### src/rtl/rer_pkg.sv
package rer_pkg;

  localparam int unsigned SRC_COUNT = 10;

  // Source positions
  localparam int unsigned SRC_EXT_RST  = 0;
  localparam int unsigned SRC_JTAG     = 1;
  localparam int unsigned SRC_DBG_CORE = 2;
  localparam int unsigned SRC_SW_RST   = 3;
  localparam int unsigned SRC_CHKSTOP  = 4;
  localparam int unsigned SRC_PLL      = 5;
  localparam int unsigned SRC_OSC_LOW  = 6;
  localparam int unsigned SRC_CLK_MON  = 7;
  localparam int unsigned SRC_LVD      = 8;
  localparam int unsigned SRC_FLASH    = 9;

  // Word addresses
  localparam int unsigned ADDR_DISABLE = 0;
  localparam int unsigned ADDR_ALT     = 1;
  localparam int unsigned ADDR_CAUSE   = 2;

  typedef enum logic [1:0] {
    PRIV_USER = 2'b00,
    PRIV_SUPV = 2'b01,
    PRIV_TEST = 2'b10,
    PRIV_RSVD = 2'b11
  } priv_e;

  // only supervisor and test may modify registers
  function automatic logic priv_may_write(input logic [1:0] p);
    return (p == PRIV_SUPV) || (p == PRIV_TEST);
  endfunction

endpackage

### src/rtl/rer_rst_sync.sv
module rer_rst_sync #(
  parameter int unsigned STAGES = 2
) (
  input  logic clk,
  input  logic rst_por_n,
  output logic rst_sync_n
);

  logic [STAGES-1:0] sync_q;
  logic [STAGES-1:0] sync_d;

  always_comb begin
    sync_d = {sync_q[STAGES-2:0], 1'b1};
  end

  always_ff @(posedge clk or negedge rst_por_n) begin
    if (!rst_por_n) begin
      sync_q <= '0;
    end else begin
      sync_q <= sync_d;
    end
  end

  assign rst_sync_n = sync_q[STAGES-1];

endmodule

### src/rtl/rer_lock_byte.sv
module rer_lock_byte #(
  parameter int unsigned        BYTE_W = 8,
  parameter logic [BYTE_W-1:0]  KEEP   = '1
) (
  input  logic              clk,
  input  logic              rst_n,
  input  logic              wr_en,
  input  logic [BYTE_W-1:0] wdata,
  output logic [BYTE_W-1:0] val_o,
  output logic              locked_o
);

  logic [BYTE_W-1:0] val_q;
  logic [BYTE_W-1:0] val_d;
  logic              lock_q;
  logic              load;

  // first permitted write loads and locks; later writes are dropped
  always_comb begin
    load  = wr_en && !lock_q;
    val_d = wdata & KEEP;
  end

  // only the power-on reset clears value and lock
  always_ff @(posedge clk or negedge rst_n) begin
    if (!rst_n) begin
      val_q  <= '0;
      lock_q <= 1'b0;
    end else if (load) begin
      val_q  <= val_d;
      lock_q <= 1'b1;
    end
  end

  assign val_o    = val_q;
  assign locked_o = lock_q;

endmodule

### src/rtl/rer_regbank.sv
module rer_regbank
  import rer_pkg::*;
#(
  parameter int unsigned SRC_N  = SRC_COUNT,
  parameter int unsigned DATA_W = 16,
  parameter int unsigned ADDR_W = 4,
  localparam int unsigned NBYTE = DATA_W / 8
) (
  input  logic              clk,
  input  logic              rst_n,
  input  logic              req_i,
  input  logic              wr_i,
  input  logic [ADDR_W-1:0] addr_i,
  input  logic [NBYTE-1:0]  be_i,
  input  logic [DATA_W-1:0] wdata_i,
  input  logic [1:0]        priv_i,
  input  logic [SRC_N-1:0]  cause_set_i,
  output logic [SRC_N-1:0]  dis_o,
  output logic [SRC_N-1:0]  alt_o,
  output logic [SRC_N-1:0]  cause_o,
  output logic [NBYTE-1:0]  lock_o,
  output logic [DATA_W-1:0] rdata_o
);

  function automatic logic [DATA_W-1:0] low_ones(input int unsigned n);
    logic [DATA_W-1:0] m;
    m = '0;
    for (int unsigned i = 0; i < DATA_W; i++) begin
      if (i < n) m[i] = 1'b1;
    end
    return m;
  endfunction

  localparam logic [DATA_W-1:0] SRC_MASK = low_ones(SRC_N);

  logic              be_ok;
  logic              hit_dis;
  logic              hit_alt;
  logic              hit_cause;
  logic              mapped;
  logic              wr_ok;
  logic              rd_ok;
  logic [DATA_W-1:0] be_bits;

  logic [DATA_W-1:0] dis_full;
  logic [DATA_W-1:0] alt_q;
  logic [DATA_W-1:0] alt_d;
  logic              alt_en;
  logic [DATA_W-1:0] cause_q;
  logic [DATA_W-1:0] cause_d;
  logic [DATA_W-1:0] cause_clr;
  logic [DATA_W-1:0] cause_set;
  logic              cause_en;
  logic [DATA_W-1:0] rdata_q;
  logic [DATA_W-1:0] rdata_d;
  logic [DATA_W-1:0] rd_sel;
  logic              rdata_en;

  // Access decode
  always_comb begin
    for (int b = 0; b < int'(NBYTE); b++) begin
      be_bits[b*8 +: 8] = {8{be_i[b]}};
    end
    be_ok     = |be_i;
    hit_dis   = (addr_i == ADDR_W'(ADDR_DISABLE));
    hit_alt   = (addr_i == ADDR_W'(ADDR_ALT));
    hit_cause = (addr_i == ADDR_W'(ADDR_CAUSE));
    mapped    = hit_dis || hit_alt || hit_cause;
    wr_ok     = req_i && wr_i && be_ok && mapped && priv_may_write(priv_i);
    rd_ok     = req_i && !wr_i && be_ok && mapped;
  end

  // Write-once disable bytes
  for (genvar b = 0; b < NBYTE; b++) begin : g_dis_byte
    rer_lock_byte #(
      .BYTE_W (8),
      .KEEP   (SRC_MASK[b*8 +: 8])
    ) u_byte (
      .clk      (clk),
      .rst_n    (rst_n),
      .wr_en    (wr_ok && hit_dis && be_i[b]),
      .wdata    (wdata_i[b*8 +: 8]),
      .val_o    (dis_full[b*8 +: 8]),
      .locked_o (lock_o[b])
    );
  end

  // Alternate-request register, freely rewritable
  always_comb begin
    alt_en = wr_ok && hit_alt;
    alt_d  = ((alt_q & ~be_bits) | (wdata_i & be_bits)) & SRC_MASK;
  end

  // Sticky cause flags, write-1-to-clear, set wins
  always_comb begin
    cause_set = DATA_W'(cause_set_i);
    cause_clr = (wr_ok && hit_cause) ? (wdata_i & be_bits) : '0;
    cause_d   = ((cause_q & ~cause_clr) | cause_set) & SRC_MASK;
    cause_en  = (|cause_set_i) || (wr_ok && hit_cause);
  end

  // Registered read data
  always_comb begin
    if (hit_dis) begin
      rd_sel = dis_full;
    end else if (hit_alt) begin
      rd_sel = alt_q;
    end else if (hit_cause) begin
      rd_sel = cause_q;
    end else begin
      rd_sel = '0;
    end
    rdata_d  = rd_ok ? (rd_sel & be_bits) : '0;
    rdata_en = rd_ok || (rdata_q != '0);
  end

  always_ff @(posedge clk or negedge rst_n) begin
    if (!rst_n) begin
      alt_q <= '0;
    end else if (alt_en) begin
      alt_q <= alt_d;
    end
  end

  always_ff @(posedge clk or negedge rst_n) begin
    if (!rst_n) begin
      cause_q <= '0;
    end else if (cause_en) begin
      cause_q <= cause_d;
    end
  end

  always_ff @(posedge clk or negedge rst_n) begin
    if (!rst_n) begin
      rdata_q <= '0;
    end else if (rdata_en) begin
      rdata_q <= rdata_d;
    end
  end

  assign dis_o   = dis_full[SRC_N-1:0];
  assign alt_o   = alt_q[SRC_N-1:0];
  assign cause_o = cause_q[SRC_N-1:0];
  assign rdata_o = rdata_q;

endmodule

### src/rtl/rer_route.sv
module rer_route #(
  parameter int unsigned SRC_N   = 10,
  parameter int unsigned EXT_IDX = 0
) (
  input  logic             clk,
  input  logic             rst_n,
  input  logic [SRC_N-1:0] evt_i,
  input  logic [SRC_N-1:0] dis_i,
  input  logic [SRC_N-1:0] alt_i,
  output logic             reset_req_o,
  output logic             safe_req_o,
  output logic             irq_o
);

  // the external reset source can never take the interrupt path
  localparam logic [SRC_N-1:0] IRQ_ABLE = ~(SRC_N'(1) << EXT_IDX);

  logic [SRC_N-1:0] to_alt;
  logic [SRC_N-1:0] to_irq;
  logic [SRC_N-1:0] to_safe;
  logic             rst_d;
  logic             safe_d;
  logic             irq_d;
  logic             out_en;
  logic             rst_q;
  logic             safe_q;
  logic             irq_q;

  // every firing source is routed independently
  always_comb begin
    to_alt  = evt_i & dis_i;
    to_irq  = to_alt & alt_i & IRQ_ABLE;
    to_safe = to_alt & ~to_irq;
    rst_d   = |(evt_i & ~dis_i);
    safe_d  = |to_safe;
    irq_d   = |to_irq;
    out_en  = (|evt_i) || rst_q || safe_q || irq_q;
  end

  always_ff @(posedge clk or negedge rst_n) begin
    if (!rst_n) begin
      rst_q  <= 1'b0;
      safe_q <= 1'b0;
      irq_q  <= 1'b0;
    end else if (out_en) begin
      rst_q  <= rst_d;
      safe_q <= safe_d;
      irq_q  <= irq_d;
    end
  end

  assign reset_req_o = rst_q;
  assign safe_req_o  = safe_q;
  assign irq_o       = irq_q;

endmodule

### src/rtl/rst_evt_router.sv
module rst_evt_router
  import rer_pkg::*;
#(
  parameter int unsigned SRC_N      = SRC_COUNT,
  parameter int unsigned DATA_W     = 16,
  parameter int unsigned ADDR_W     = 4,
  parameter int unsigned SYNC_STAGE = 2,
  localparam int unsigned NBYTE     = DATA_W / 8
) (
  input  logic              clk,
  input  logic              rst_n,
  input  logic [SRC_N-1:0]  evt_i,
  input  logic              bus_req_i,
  input  logic              bus_wr_i,
  input  logic [ADDR_W-1:0] bus_addr_i,
  input  logic [NBYTE-1:0]  bus_be_i,
  input  logic [DATA_W-1:0] bus_wdata_i,
  input  logic [1:0]        bus_priv_i,
  output logic [DATA_W-1:0] bus_rdata_o,
  output logic              reset_req_o,
  output logic              safe_req_o,
  output logic              irq_o,
  output logic [SRC_N-1:0]  cause_o
);

  logic             rst_s_n;
  logic [SRC_N-1:0] dis_w;
  logic [SRC_N-1:0] alt_w;
  logic [NBYTE-1:0] lock_w;

  rer_rst_sync #(
    .STAGES (SYNC_STAGE)
  ) u_rst_sync (
    .clk        (clk),
    .rst_por_n  (rst_n),
    .rst_sync_n (rst_s_n)
  );

  rer_regbank #(
    .SRC_N  (SRC_N),
    .DATA_W (DATA_W),
    .ADDR_W (ADDR_W)
  ) u_regbank (
    .clk         (clk),
    .rst_n       (rst_s_n),
    .req_i       (bus_req_i),
    .wr_i        (bus_wr_i),
    .addr_i      (bus_addr_i),
    .be_i        (bus_be_i),
    .wdata_i     (bus_wdata_i),
    .priv_i      (bus_priv_i),
    .cause_set_i (evt_i),
    .dis_o       (dis_w),
    .alt_o       (alt_w),
    .cause_o     (cause_o),
    .lock_o      (lock_w),
    .rdata_o     (bus_rdata_o)
  );

  rer_route #(
    .SRC_N   (SRC_N),
    .EXT_IDX (SRC_EXT_RST)
  ) u_route (
    .clk         (clk),
    .rst_n       (rst_s_n),
    .evt_i       (evt_i),
    .dis_i       (dis_w),
    .alt_i       (alt_w),
    .reset_req_o (reset_req_o),
    .safe_req_o  (safe_req_o),
    .irq_o       (irq_o)
  );

endmodule

### config.mk
export PLATFORM = sky130hd
export DESIGN_NAME = rst_evt_router
export DESIGN_NICKNAME = d
export VERILOG_FILES = /design/src/rtl/rer_pkg.sv /design/src/rtl/rer_rst_sync.sv /design/src/rtl/rer_lock_byte.sv /design/src/rtl/rer_regbank.sv /design/src/rtl/rer_route.sv /design/src/rtl/rst_evt_router.sv
export SDC_FILE = /design/constraint.sdc
export NUM_CORES = 1
export LEC_CHECK = 0
export BUFFER_PORTS_ARGS = -buffer_cell sky130_fd_sc_hd__buf_4
export CORE_MARGIN = 2
export CORE_UTILIZATION = 46
export CTS_CLUSTER_SIZE = 20
export DETAILED_ROUTE_END_ITERATION = 10
export MAX_ROUTING_LAYER = met4
export PLACE_DENSITY = 0.75
export SLEW_MARGIN = 10
export SYNTH_ARGS = -nofsm -noshare
export SYNTH_HDL_FRONTEND = slang
export SYNTH_SLANG_ARGS = --single-unit
### constraint.sdc
create_clock -name clk -period 1.3 [get_ports clk]
set_input_delay 0.195 -clock clk [delete_from_list [all_inputs] [get_ports clk]]
set_output_delay 0.195 -clock clk [all_outputs]
set_load 0.02 [all_outputs]
==> results of run 1 <==
==> through the flow <==
step / hold slack, ps / TNS, ps
after floorplan: -100.6 / -5158
after CTS: 88.28 / -381.4
after global routing: 86.59 / -889.2
after detailed placement: -21.31 / -11020
final: 93.58 / -611.1
after global placement: -22.23 / -10660
==> cell type report <==
class | count | share of cell area [%]
Sequential cell | 47 | 36.37
Inverter | 9 | 1.044
Clock buffer | 7 | 2.358
Multi-Input combinational cell | 141 | 34.67
Timing Repair Buffer | 85 | 22.03
Tap cell | 67 | 2.590
Clock inverter | 1 | 0.9277
==> logic make-up after synthesis <==
group / Yosys count / share of synthesized area [%]
buffers and inverters: 20 / 4.359
multiplexers: 23 / 11.12
XOR/XNOR: 2 / 0.7631
AO/OA/AOI/OAI: 31 / 9.972
flip-flops: 47 / 51.23
other: 2 / 0.3271
AND/OR/NAND/NOR: 78 / 22.23
==> what timing repair did <==
action,in CTS,in global routing
gates cloned,0,0
hold endpoints to repair,2,0
pin swaps,3,2
endpoints found under the setup margin,20,17
setup buffers,2,0
gates resized for setup,23,5
hold buffers,1,0
==> worst register-to-register path: stages, from the launching register on <==
cell and delay, ps:
dfrtp_1 420, nor4_4 330, buf_12 190, mux2_4 300
==> report_power, final <==
group	switching (µW)	leakage (µW)	internal (µW)	total (µW)
combinational	203	0.000880	204	407
clock	482	0.0000524	576	1060
sequential	33.0	0.000579	1500	1530
total	717	0.00151	2280	2990
==> cell usage in the layout, fill, tap and decap left out, drive strengths merged, types with 2 or more instances in the layout <==
master	count
or4	2
conb	7
nand2	8
nand4	13
nor4	2
o2111ai	3
a31oi	2
nand2b	10
inv	9
nor2	8
clkbuf	7
o31ai	2
a2111oi	7
nand3	7
nand3b	6
dfrtp	47
and3	4
a21oi	3
nor3	2
nor2b	9
mux2	20
or2	3
buf	84
mux2i	3
o22ai	3
a21o	10
==> how the worst min path moves through the flow <==
stage                                 to  slack [ps]  cells after the start
CTS                 u_regbank.cause_q[4]          90                      2
detailed placement  u_rst_sync.sync_q[0]         -20                      1
global placement    u_rst_sync.sync_q[0]         -20                      1
floorplan           u_rst_sync.sync_q[0]        -100                      0
global route        u_regbank.cause_q[5]          90                      2
finish              u_regbank.cause_q[0]          90                      2
==> per-layer routing <==
metal / global-route usage (%) / up-vias / routed length (µm)
li1: - / 900 / -
met4: 9.722 / 0 / 136
met5: - / - / 0
met1: 31.19 / 954 / 2454
met2: 37.56 / 73 / 2971
met3: 5.355 / 13 / 373
==> summary.txt, run 1 <==
CP bufs+invs: 2
register area: 1177 µm²
crit start category: input port
Pwr Density: 924.7 nW/µm²
Worst setup endpoint: u_regbank.g_dis_byte[1].u_byte.val_o[0]
Synthesis Warnings: 0
Mapped Area: 2296 µm²
WL final: 5.935 mm
First-pass DRT Iterations: 4
FP Rows: 25
Synth top area share: 51.23%
core area: 4755 µm²
TritonCTS clock tree: yes
reg2reg end: u_regbank.g_dis_byte[0].u_byte.val_o[0]
Finished Layout Cells: 357
Skew-Pair Late Insertion Delay: 300 ps
min Tclk post-route: 1368 ps
setup ws final: -68.41 ps
first-pass GRT wire length: 9.584 mm
drt initial violations: 153
Stages on worst setup path: 5
Finished Cell Area: 3237 µm²
area grow syn2layout: 40.98%
number of antenna diodes: 0
crit path from: bus_addr_i[1]
filler cell count: 386
CP Cell Sequence: buf_8, or4_4, buf_6, nor4_4, mux2_4
WP data required: 1490 ps
Global Route Usage Sum: 24.28%
Hold Startpoint: evt_i[0]
CTS buffer count: 5
reg-to-reg critical path startpoint: u_regbank.g_dis_byte[0].u_byte.locked_o
Final period util: 105.3%
R2R setup slack: -40 ps
Place WS: -433.5 ps
syn avg cell area: 11.31 µm²
max frequency: 730.8 MHz
status: complete, but fails checks
top cell type by total area after synthesis: dfrtp_1
DR vias: 1940
Power, Total: 2993 µW
Via density: 5.434
Yosys reg bits: 47
H-tree Lvls: 2
failing checks: setup timing
Post-Syn Instances: 203
Multi-input gate area: 1122 µm²
Worst Clk Skew: 4.306 ps
DR WL/cell: 16.62 µm
placed wire-length estimate: 4.235 mm
GPL Wtd Cong: 0.9106
DIE WIDTH: 74.65 µm
post-layout util: 68.08%
CP max FO: 3
Hold Fails Final Rpt: 0
post-synth cell types: 36
Crit path max-delay family: simple AND/OR/NAND/NOR gates
grt ovf: 0
ys async rst share: 100.0%
Crit. End Element: register
Initial Util: 48.29%
r2r worst-path depth: 3
synth top area cells: dfrtp_1 (51%), mux2_2 (9.8%), nand4_1 (3.5%)
synth cell count leaders: dfrtp_1 (47), mux2_2 (20), nand4_1 (13), a21o_1 (10), nand2b_1 (10)
Clock Pin Slew Worst Setup and Hold Paths: 80 ps
CP max-delay cell: or4_4
Die Area: 5573 µm²
largest net degree at the start of global routing: 46
maximum clock insertion buffer count: 2
total placed instance area: 3004 µm²
final setup violation count: 16
share of layout cells above drive strength 1: 42.07%
initial antenna violation count: 0
vias in the first global route: 1951
# DRC: 0
post-placement cell count: 346
post-route ant nets: 0
clock sinks: 47
post-synthesis sequential area ratio: 51.23%
Die Height: 74.65 µm
Root Driver: clkbuf_8
Pleak: 0.001511 µW
Main synth FF type: dfrtp_1
WS Path Type: in -> reg
Worst Hold Class: in -> reg
unrepaired setup endpoints after global routing: true
port buffer count: 54
top-count cell post-synth: dfrtp_1
Max Slew Vio Count: 0
Max-cap violations: 0
NumNets Final: 327
Peak VDD IR: 778.7 µV
slowest stage delay, CP: 560 ps
Worst EP arrival: 1560 ps
number of flops mapped to enable cells by yosys: 0
I/O pin count: 67
Power figures use the tool's default switching activity.
==> run 2, diff against run 1 <==
--- a/config.mk
+++ b/config.mk
@@ -6,6 +6,7 @@
 export NUM_CORES = 1
 export LEC_CHECK = 0
 export BUFFER_PORTS_ARGS = -buffer_cell sky130_fd_sc_hd__buf_4
+export CORE_ASPECT_RATIO = 0.9
 export CORE_MARGIN = 2
 export CORE_UTILIZATION = 46
 export CTS_CLUSTER_SIZE = 20
==> run 2 against run 1 <==
- the run still ends with setup timing left
- sequential cell count stayed put
- setup slack worse by 25 ps
- utilization is 1.6 points lower
- critical path depth stayed put
- critical endpoint is now u_regbank.g_dis_byte[0].u_byte.val_o[7]
- largest cell class unchanged
- largest power group unchanged
==> summary.txt, run 2 (synthesized netlist as in run 1, its figures left out) <==
first-pass GRT wire length: 9.591 mm (about the same)
drt initial violations: 112 (-27%)
r2r worst-path depth: 3 (unchanged)
initial antenna violation count: 0 (unchanged)
Skew-Pair Late Insertion Delay: 300 ps (about the same)
placed wire-length estimate: 4.286 mm (+1.2%)
max frequency: 717.9 MHz (-1.8%)
reg2reg end: u_regbank.g_dis_byte[0].u_byte.val_o[7]
crit start category: input port
R2R setup slack: -70 ps (-30 ps)
total placed instance area: 3002 µm² (about the same)
Die Area: 5573 µm² (about the same)
status: complete, but fails checks
Pleak: 0.001504 µW (-0.46%)
# DRC: 0 (unchanged)
Crit. End Element: register
NumNets Final: 326 (-0.31%)
reg-to-reg critical path startpoint: u_regbank.g_dis_byte[0].u_byte.locked_o
Min Hold Slack: 94.87 ps (+1.287 ps)
Initial Util: 47.49% (-0.80 points)
setup ws final: -92.99 ps (-24.58 ps)
Slew @ Worst Pin: 517.6 ps
CP Cell Sequence: buf_8, or4_4, nor4_4, buf_12, mux2_2
failing checks: setup timing
DR vias: 1893 (-2.4%)
Finished Cell Area: 3216 µm² (-0.66%)
FP Rows: 24 (-4.0%)
DR WL/cell: 16.45 µm (-1.0%)
Hold Fails Final Rpt: 0 (unchanged)
final setup violation count: 14 (-2)
Min-Delay Endpoint: u_regbank.cause_q[0]
port buffer count: 54 (unchanged)
area grow syn2layout: 40.05%
Max-cap violations: 0 (unchanged)
WP data required: 1480 ps (about the same)
DIE WIDTH: 78.47 µm (+5.1%)
Worst EP arrival: 1580 ps (+20 ps)
Worst Hold Class: in -> reg
share of layout cells above drive strength 1: 42.01% (-0.055 points)
WS Path Type: in -> reg
unrepaired setup endpoints after global routing: true
number of antenna diodes: 0 (unchanged)
WL final: 5.807 mm (-2.2%)
Global Route Usage Sum: 23.45% (-0.83 points)
vias in the first global route: 1900 (-2.6%)
largest net degree at the start of global routing: 31 (-33%)
sum of negative setup slack: -789.9 ps (-178.8 ps)
CP max FO: 8 (+5)
post-layout util: 66.51% (-1.6 points)
Hold Path Stages: 2 (unchanged)
GPL Wtd Cong: 0.8456 (-7.1%)
Via density: 5.363 (-1.3%)
clock sinks: 47 (unchanged)
commonest non-fill, non-tap cells in the layout: buf_4 (75), dfrtp_1 (46), mux2_4 (16)
CTS buffer count: 5 (unchanged)
I/O pin count: 67 (unchanged)
Hold Startpoint: evt_i[0]
Pwr Density: 922.9 nW/µm² (-0.19%)
Crit path max-delay family: simple AND/OR/NAND/NOR gates
Max Slew Vio Count: 0 (unchanged)
slowest stage delay, CP: 550 ps (about the same)
min Tclk post-route: 1393 ps (+24.58 ps)
post-route ant nets: 0 (unchanged)
First-pass DRT Iterations: 4 (unchanged)
slew margin rel.: 65.24%
Clock Pin Slew Worst Setup and Hold Paths: 80 ps (about the same)
CP bufs+invs: 2 (unchanged)
CP max-delay cell: or4_4
Root Driver: clkbuf_8
TritonCTS clock tree: yes
grt ovf: 0 (unchanged)
Die Height: 71.02 µm (-4.9%)
maximum clock insertion buffer count: 2 (unchanged)
Final period util: 107.2% (+1.9 points)
H-tree Lvls: 2 (unchanged)
most common cell after layout, fill and taps aside: buf_4
Worst Clk Skew: 6.840 ps (+2.534 ps)
core area: 4835 µm² (+1.7%)
Peak VDD IR: 805.6 µV (+3.5%)
## run 2: cell count changes in the layout (fill, tap and decap cells not counted), sizes merged
cell    previous run  this run
buf               84        83
clkbuf             7         6
## run 2: where the power goes
| group | internal [µW] | total, µW | leakage [µW] | switching [µW] |
|---|---|---|---|---|
| clock network | 564 | 1030 | 0.0000513 | 464 |
| logic | 211 | 403 | 0.000874 | 192 |
| registers | 1500 | 1540 | 0.000579 | 41.8 |
## run 2: routing by layer
metal	vias up	global-route usage, %	part of all wire (%)
met4	0	7.018	1.5
li1	895	-	-
met1	906	32.10	43
met3	9	3.827	7.5
met2	83	36.40	48
met5	-	-	0
## run 2: timing repair
item / in CTS / in global routing
hold endpoints to repair: 2 / 0
gates cloned: 0 / 0
setup buffers: 1 / 0
resized for setup: 20 / 6
endpoints found under the setup margin: 20 / 23
pin swaps: 2 / 0
hold buffers: 1 / 0
## run 2: layout make-up
| class | count | area, µm² |
|---|---|---|
| fill | 378 | 1619 |
| sequential | 47 | 1177 |
| multi-input combinational | 141 | 1119 |
| timing repair buffer | 84 | 701.9 |
| tap | 65 | 81.33 |
| clock buffer | 6 | 72.57 |
| inverter | 9 | 33.78 |
| clock inverter | 1 | 30.03 |
## run 2: worst max path at each step
stage	from	to	slack, ps	cells past startpoint
2_1_floorplan	bus_addr_i[1]	u_regbank.g_dis_byte[0].u_byte.val_o[0]	-270	3
3_3_place_gp	bus_addr_i[1]	register	-410	5
3_5_place_dp	bus_addr_i[1]	u_regbank.g_dis_byte[0].u_byte.val_o[3]	-440	5
4_1_cts	bus_addr_i[1]	u_regbank.g_dis_byte[0].u_byte.val_o[7]	-80	5
5_1_grt	bus_addr_i[1]	u_regbank.g_dis_byte[0].u_byte.val_o[5]	-130	5
6_report	bus_addr_i[1]	u_regbank.g_dis_byte[0].u_byte.val_o[7]	-90	5
## run 2: stage by stage
stage	setup WS, ps	total power (µW)	instances
after floorplan	-274.4	1724	208
after global placement	-405.6	1922	344
after detailed placement	-438.7	1932	344
after CTS	-82.11	2978	353
after global routing	-128.0	3084	353
final	-92.99	2968	353
==> run 3, diff against run 2 <==
--- a/config.mk
+++ b/config.mk
@@ -5,14 +5,15 @@
 export SDC_FILE = /design/constraint.sdc
 export NUM_CORES = 1
 export LEC_CHECK = 0
+export ABC_AREA = 1
 export BUFFER_PORTS_ARGS = -buffer_cell sky130_fd_sc_hd__buf_4
 export CORE_ASPECT_RATIO = 0.9
 export CORE_MARGIN = 2
-export CORE_UTILIZATION = 46
+export CORE_UTILIZATION = 47
 export CTS_CLUSTER_SIZE = 20
 export DETAILED_ROUTE_END_ITERATION = 10
 export MAX_ROUTING_LAYER = met4
-export PLACE_DENSITY = 0.75
+export PLACE_DENSITY = 0.76
 export SLEW_MARGIN = 10
 export SYNTH_ARGS = -nofsm -noshare
 export SYNTH_HDL_FRONTEND = slang
==> run 3 against run 2 <==
- the flow now finishes without violations
- die area grew 2.0%
- power shrank 4.4%
- via count grew 20%
- clock skew is essentially flat
- area after synthesis grew 4.3%
- largest cell class unchanged
- largest power group unchanged
- highest routed layer unchanged
==> summary.txt, run 3 <==
Die Height: 71.72 µm (+0.99%)
Worst Clk Skew: 6.980 ps (+0.1400 ps)
core area: 4865 µm² (+0.62%)
post-route ant nets: 0 (unchanged)
Worst Hold Class: in -> reg
WS Path Type: reg -> out
top cell type by total area after synthesis: dfrtp_1
commonest non-fill, non-tap cells in the layout: nand2_1 (81), buf_4 (69), dfrtp_1 (46)
DR vias: 2268 (+20%)
Skew-Pair Late Insertion Delay: 310 ps (about the same)
WL final: 6.013 mm (+3.5%)
Pleak: 0.001576 µW (+4.8%)
CP bufs+invs: 1 (-1)
ys async rst share: 100.0% (unchanged)
grt ovf: 0 (unchanged)
Root Driver: clkbuf_8
placed wire-length estimate: 4.657 mm (+8.6%)
synth cell count leaders: nand2_1 (81), dfrtp_1 (47), inv_1 (34), nand3_1 (25), o21ai_0 (25)
synth top area cells: dfrtp_1 (49%), nand2_1 (13%), inv_1 (5.3%)
H-tree Lvls: 2 (unchanged)
syn avg cell area: 8.009 µm² (-29%)
post-synthesis sequential area ratio: 49.11% (-2.1 points)
CP max FO: 3 (-5)
Via density: 5.178 (-3.4%)
Main synth FF type: dfrtp_1
Worst EP arrival: 910 ps (-670 ps)
# DRC: 0 (unchanged)
Global Route Usage Sum: 23.42% (-0.033 points)
drt initial violations: 231 (+110%)
share of layout cells above drive strength 1: 26.54% (-15 points)
Mapped Area: 2395 µm² (+4.3%)
post-layout util: 63.84% (-2.7 points)
CTS buffer count: 5 (unchanged)
port buffer count: 54 (unchanged)
setup bufs post-CTS: 0 (-1)
WP data required: 1110 ps (-370 ps)
Synthesis Warnings: 0 (unchanged)
Crit. End Element: output port
I/O pin count: 67 (unchanged)
CP max-delay cell: dfrtp_1
unrepaired setup endpoints after global routing: false
FP Rows: 24 (unchanged)
Final period util: 84.97% (-22 points)
TritonCTS clock tree: yes
Post-CTS Hold Fix Bufs: 1 (unchanged)
initial antenna violation count: 0 (unchanged)
max frequency: 905.3 MHz (+26%)
First-pass DRT Iterations: 5 (+1)
Clock Pin Slew Worst Setup and Hold Paths: 90 ps (about the same)
Gates resized, CTS repair: 0 (-100%)
Hold Fails Final Rpt: 0 (unchanged)
setup ws final: 195.3 ps (+288.3 ps)
area grow syn2layout: 29.68%
largest net degree at the start of global routing: 46 (+48%)
number of antenna diodes: 0 (unchanged)
maximum clock insertion buffer count: 2 (unchanged)
Finished Layout Cells: 438 (+24%)
Synth top area share: 49.11% (-2.1 points)
Min Hold Slack: 109.3 ps (+14.39 ps)
post-synth cell types: 26 (-28%)
Post-Syn Instances: 299 (+47%)
Yosys reg bits: 47 (unchanged)
clock sinks: 47 (unchanged)
post-placement cell count: 429 (+25%)
first-pass GRT wire length: 10.01 mm (+4.4%)
crit start category: register
DR WL/cell: 13.73 µm (-17%)
number of flops mapped to enable cells by yosys: 0 (unchanged)
final setup violation count: 0 (-14)
vias in the first global route: 2149 (+13%)
most common cell after layout, fill and taps aside: nand2_1
slowest stage delay, CP: 430 ps (-120 ps)
Peak VDD IR: 583.9 µV (-28%)
min Tclk post-route: 1105 ps (-288.3 ps)
status: finished clean
top-count cell post-synth: nand2_1
Crit path max-delay family: flip-flops
DIE WIDTH: 79.24 µm (+0.98%)
CP Cell Sequence: buf_4
Initial Util: 49.23% (+1.7 points)
Max Slew Vio Count: 0 (unchanged)
Max-cap violations: 0 (unchanged)
Die Area: 5683 µm² (+2.0%)
GPL Wtd Cong: 0.9041 (+6.9%)
Place WS: -23.08 ps (+415.6 ps)
NumNets Final: 410 (+26%)
Pwr Density: 914.0 nW/µm² (-0.97%)
## run 3: cell types whose count changed after synthesis, sizes merged, moves of 17 or more
cell   previous run  this run
inv               9        34
o21ai             1        35
nand3             7        26
nor2              8        25
mux2             20         0
nand2             8        82
## run 3: final timing paths
path / startpoint / end / slack, ps / cells after the start
setup / recovery: u_regbank.cause_q[0] / cause_o[0] / 200 / 1
hold / removal: evt_i[0] / u_regbank.cause_q[0] / 110 / 3
setup reg to reg: u_regbank.g_dis_byte[0].u_byte.locked_o / u_regbank.g_dis_byte[0].u_byte.val_o[2] / 210 / 4
hold reg to reg: u_rst_sync.sync_q[1] / u_regbank.g_dis_byte[1].u_byte.val_o[0] / 240 / 1
max in group asynchronous: u_rst_sync.sync_q[1] / u_route.irq_o / 840 / 1
min in group asynchronous: rst_n / u_rst_sync.sync_q[1] / 200 / 2
## run 3: per-layer routing
layer	global-route usage (%)	up-vias	share of wire, %
met4	8.046	0	1.8
met5	-	-	0
met3	4.156	14	6.6
met2	35.03	90	46
met1	32.41	1053	45
li1	-	1111	-
## run 3: power breakdown
group | leakage (µW) | internal, µW | switching (µW)
Combinational | 0.000945 | 148 | 201
Sequential | 0.000580 | 1490 | 30.4
Clock | 0.0000505 | 484 | 487
## run 3: cell families (layout without fill, tap and decap cells)
group	Yosys count	count (layout)	share of synthesized area, %
compound gates	50	50	12.38
simple gates	152	152	29.10
other cells	2	7	0.3136
buf+inv	48	117	9.091
flops	47	47	49.11
## run 3: stage by stage
stage | total power [µW] | setup TNS, ps | area [µm²]
after global placement | 1886 | 0 | 2992
after global routing | 2960 | 0 | 3105
after detailed placement | 1894 | -65.80 | 2992
final | 2838 | 0 | 3105
after CTS | 2847 | 0 | 3105
after floorplan | 1726 | 0 | 2415
## run 3: worst register-to-register path: stages, from the launching register on
cell and delay, ps:
dfrtp_1 370, clkinv_1 120, nand4_2 260, nand2_1 160, nand2_1 60
## run 3: area by class of cell
class,instances,area [µm²]
Fill cell,438,1759
Sequential cell,47,1177
Multi-Input combinational cell,209,1020
Timing Repair Buffer,73,588.1
Inverter,36,135.1
Clock buffer,7,96.34
Tap cell,65,81.33
Clock inverter,1,7.507
